## config.mk

```make
export PLATFORM = sky130hd
export DESIGN_NAME = adc_seq
export DESIGN_NICKNAME = d
export VERILOG_FILES = /design/src/rtl/adc_seq.sv
export SDC_FILE = /design/constraint.sdc
export NUM_CORES = 1
export LEC_CHECK = 0
export ABC_AREA = 1
export BUFFER_PORTS_ARGS = -buffer_cell sky130_fd_sc_hd__buf_4
export CAP_MARGIN = 30
export CORE_MARGIN = 5
export CORE_UTILIZATION = 30
export CTS_CLUSTER_DIAMETER = 150
export DETAILED_ROUTE_END_ITERATION = 8
export PLACE_DENSITY_LB_ADDON = 0.25
export SLEW_MARGIN = 30
export SYNTH_ARGS = -nofsm -noshare
export SYNTH_HDL_FRONTEND = slang
export SYNTH_SLANG_ARGS = --single-unit
```

## constraint.sdc

```tcl
create_clock -name clk -period 1.7 [get_ports clk]
set_clock_uncertainty 0.1 [all_clocks]
set_input_delay 0.255 -clock clk [delete_from_list [all_inputs] [get_ports clk]]
set_output_delay 0.255 -clock clk [all_outputs]
set_load 0.02 [all_outputs]
```

## src/rtl/adc_seq.sv

```systemverilog
`timescale 1ns/1ps
module adc_seq #(
  parameter int TICK_DIV = 50
) (
  input  logic       clk,
  input  logic       rst_n,
  input  logic [7:0] cfg,
  input  logic       en,
  input  logic       burst,
  input  logic       sar_tick,
  input  logic       conv_start,
  input  logic       sar_done,
  output logic       pwr_on,
  output logic       track,
  output logic       go,
  output logic       busy
);
  localparam int PW = (TICK_DIV > 1) ? $clog2(TICK_DIV) : 1;

  typedef enum logic [2:0] {S_IDLE, S_WAKE, S_POST, S_TAIL, S_GO, S_CONV} st_t;

  st_t           st;
  logic [7:0]    cfg_q;
  logic [3:0]    cnt;
  logic [PW-1:0] pre;

  function automatic st_t first_phase(input logic [1:0] m);
    return (m == 2'b10) ? S_GO : S_POST;
  endfunction

  wire       sleep  = burst & ~en;
  wire       tick   = (pre == PW'(TICK_DIV - 1));
  wire [4:0] n_last = (5'd2 << cfg_q[1:0]) - 5'd1;

  assign busy   = (st != S_IDLE);
  assign go     = (st == S_GO);
  assign pwr_on = burst ? (en | busy) : en;
  assign track  = (st == S_POST) || (st == S_TAIL) ||
                  ((st == S_IDLE) && cfg[3] && pwr_on);

  always_ff @(posedge clk or negedge rst_n) begin
    if (!rst_n) begin
      st    <= S_IDLE;
      cfg_q <= 8'hFF;
      cnt   <= '0;
      pre   <= '0;
    end else begin
      case (st)
        S_IDLE: if (conv_start) begin
          cfg_q <= cfg;
          cnt   <= '0;
          pre   <= '0;
          st    <= sleep ? S_WAKE : first_phase(cfg[3:2]);
        end
        S_WAKE: begin
          pre <= tick ? '0 : pre + 1'b1;
          if (tick) begin
            if (cnt == cfg_q[7:4]) begin
              cnt <= '0;
              st  <= first_phase(cfg_q[3:2]);
            end else cnt <= cnt + 1'b1;
          end
        end
        S_POST: if (sar_tick) begin
          if ({1'b0, cnt} == n_last) begin
            cnt <= '0;
            st  <= S_TAIL;
          end else cnt <= cnt + 1'b1;
        end
        S_TAIL: if (cnt == 4'd1) st <= S_GO;
                else cnt <= cnt + 1'b1;
        S_GO:   st <= S_CONV;
        S_CONV: if (sar_done) st <= S_IDLE;
        default: st <= S_IDLE;
      endcase
    end
  end

  AST_GO_SINGLE:    assert property (@(posedge clk) disable iff (!rst_n) go |=> !go);
  AST_GO_BUSY:      assert property (@(posedge clk) disable iff (!rst_n) go |-> busy && !track);
  AST_DONE_RELEASE: assert property (@(posedge clk) disable iff (!rst_n)
                                     (st == S_CONV && sar_done) |=> !busy);
  AST_START_IGNORED: assert property (@(posedge clk) disable iff (!rst_n)
                                     (busy && conv_start && !(st == S_CONV && sar_done)) |=> busy);
  AST_SLEEP_OFF:    assert property (@(posedge clk) disable iff (!rst_n)
                                     (burst && !en && !busy) |-> !pwr_on);
  AST_WAKE_QUIET:   assert property (@(posedge clk) disable iff (!rst_n)
                                     (st == S_WAKE) |-> (!track && !go && pwr_on));
  AST_IDLE_TRACK_POWERED: assert property (@(posedge clk) disable iff (!rst_n)
                                     (!busy && track) |-> pwr_on);
  AST_TAIL_TWO:     assert property (@(posedge clk) disable iff (!rst_n)
                                     (st == S_TAIL && $past(st) == S_TAIL) |=> go);
endmodule

```

==> results.tsv <==
metric	value	unit
fin_crit_sh	0.990	
synth_nets	211	
final-hold-violation-count	0	
antenna_found_initial	0	
wirelength	3160	um
timing.fmax	594	MHz
synth_area_per_cell	7.31	sq um
yosysWarnings	0	
ys.flop_type	dfrtp_1	
layout_commonest_cell	nand2_1	
crit_type	register to primary output	
grt_pass1_vias	1297	
syn2layout_area_growth	22.3	%
wl_per_cell	11.6	um
worstSetupEndpointType	primary output	
hp-class	input port to register	
antennaDiodeCount	0	
dieWidth	78.4	um
track_usage	0.113	
synth_seq_area_share	0.381	
postSynth.asyncResetShare	1.00	
path_max_fanout	3	
std_cell_rows	24	
io_buffers	18	
grt_pass1_wl	5610	um
hp-start	cfg[6]	
period_needed	1.68	ns
p_total	2.94	mW
synth-edff-count	0	
die_h	78.4	um
cts_tree	yes	
final-setup-viol-count	0	
reg2reg_to	pre[2]	
path_clk_slew	0.09	ns
core	0.00444	sq mm
root_buffer	clkbuf_8	
p_leak	0.897	nW
start_util	0.316	
netlist_instances	192	
synth_area	0.00140	sq mm
drv_cap	0	
clockBufferDepth	2	
synth-seq-cells	21	
r2r_cells	8	
synth.distinct_cells	27	
pin_count	19	
grt_max_degree	22	
report.final.slew_viol_count	0	
routed_via_density	4.64	
h-tree-depth	1	
whs_path_depth	2	
worst_setup_path_start_kind	register	
final_nets	240	
peakVddDrop	968	uV
crit_arrival	1.33	ns
critPathLaunch	st[1]	
globalRouteOverflowTotal	0	
p_per_area	1710	mW/mm^2
layout_common_cells	nand2_1 (54), buf_4 (25), nor2_1 (22), inv_1 (20)	
numCtsBuffers	3	
antenna_left	0	
layout-drive-gt1-share	0.291	
post-dp-hpwl	2360	um
tightest_slew	0.329	ns
relSlewSlack	0.780	
clock_latency	0.27	ns
vias	1262	
outcome	completed	
rrSetupSlack	0.16	ns
routabilityCongestion	0.828	
drcViolationCount	0	
rsz0062_at_grt	yes	
hold_end	cfg_q[6]	
whs	0.0967	ns
die_area	0.00615	sq mm
cp.required	1.34	ns
crit-reg2reg-launch	st[1]	
cts.sinks	21	
drtPass1Iterations	4	
first_iter_violations	81	
-- registers in the layout, indices dropped and copies added (netlist names) --
register / flops
st: 3
cfg_q: 8
pre: 6
cnt: 4
-- critical path, cell delays in order, from the launching register on --
cell and delay (ns):
dfrtp_1 0.41, inv_2 0.08, nand2_2 0.08, nor2_4 0.11
inv_2 0.05, o31ai_2 0.17, buf_4 0.17
-- power breakdown --
group          leakage [nW]  internal (mW)  total [mW]  switching, mW
Sequential            0.256          0.750       0.933          0.183
Clock                0.0217          0.166       0.350          0.184
Combinational         0.620          0.641        1.66           1.02
Total                 0.897           1.56        2.94           1.38
-- through the flow --
step | utilization | setup TNS (ns) | setup WS, ns | std cells | area, sq um
6_report | 0.386 | 0 | 0.0173 | 272 | 1720
5_1_grt | 0.386 | -0.0708 | -0.0589 | 272 | 1720
4_1_cts | 0.386 | 0 | 0.00947 | 272 | 1710
3_5_place_dp | 0.363 | 0 | 0.122 | 262 | 1610
3_3_place_gp | 0.363 | 0 | 0.127 | 262 | 1610
2_1_floorplan | - | 0 | 0.0665 | 192 | 1410
-- metal layers --
metal | share of wire | GRT usage | routed length (um)
met5 | 0 | 0 | 0
met2 | 0.47 | 0.190 | 1490
met4 | 0.021 | 0.0559 | 67
met3 | 0.036 | 0.0217 | 114
met1 | 0.47 | 0.138 | 1490
-- cell type report --
| type | count | area [sq um] |
|---|---|---|
| clock inverter | 1 | 7.51 |
| inverter | 28 | 105 |
| clock buffer | 3 | 41.3 |
| fill | 499 | 2730 |
| multi-input combinational | 141 | 763 |
| tap | 52 | 65.1 |
| timing repair buffer | 26 | 198 |
| sequential | 21 | 537 |
-- repair_timing --
action,CTS,global route
hold buffers,1,0
gates resized for setup,3,1
endpoints found under the setup margin,2,3
pin swaps,1,1
hold endpoints to repair,13,0
setup buffers,5,0
-- synthesized netlist by cell type (2+ instances only) --
cell type	n	area [sq um]
nand3_2	5	50.1
nor2_2	2	12.5
ha_1	4	50.1
o22ai_1	3	18.8
mux2_1	2	22.5
nand2_1	54	203
nand3_1	12	60.1
nand4_1	6	37.5
inv_1	21	78.8
dfrtp_1	13	325
dfstp_2	8	210
o21ai_1	4	20.0
inv_2	7	26.3
xor2_1	4	35.0
nor2_1	23	86.3
nand2_2	5	31.3
a21oi_1	9	45.0
-- worst max path at each step --
stage	to	slack (ns)
5_1_grt	track	-0.06
3_5_place_dp	track	0.12
3_3_place_gp	track	0.13
4_1_cts	track	0.009
6_report	track	0.02
2_1_floorplan	track	0.07
-- cell families (layout without fill, tap and decap cells) --
kind of cell               after synthesis  after routing  share of synthesized area
adders and majority gates                4              4                     0.0357
muxes                                    2              2                     0.0160
and+or+nand+nor                        112            112                      0.383
xor gates and xnor gates                 5              5                     0.0312
AOI/OAI and AO/OA                       18             18                     0.0686
buffers and inverters                   30             58                     0.0838
DFF                                     21             21                      0.381
(Power assumes the default switching activity.)
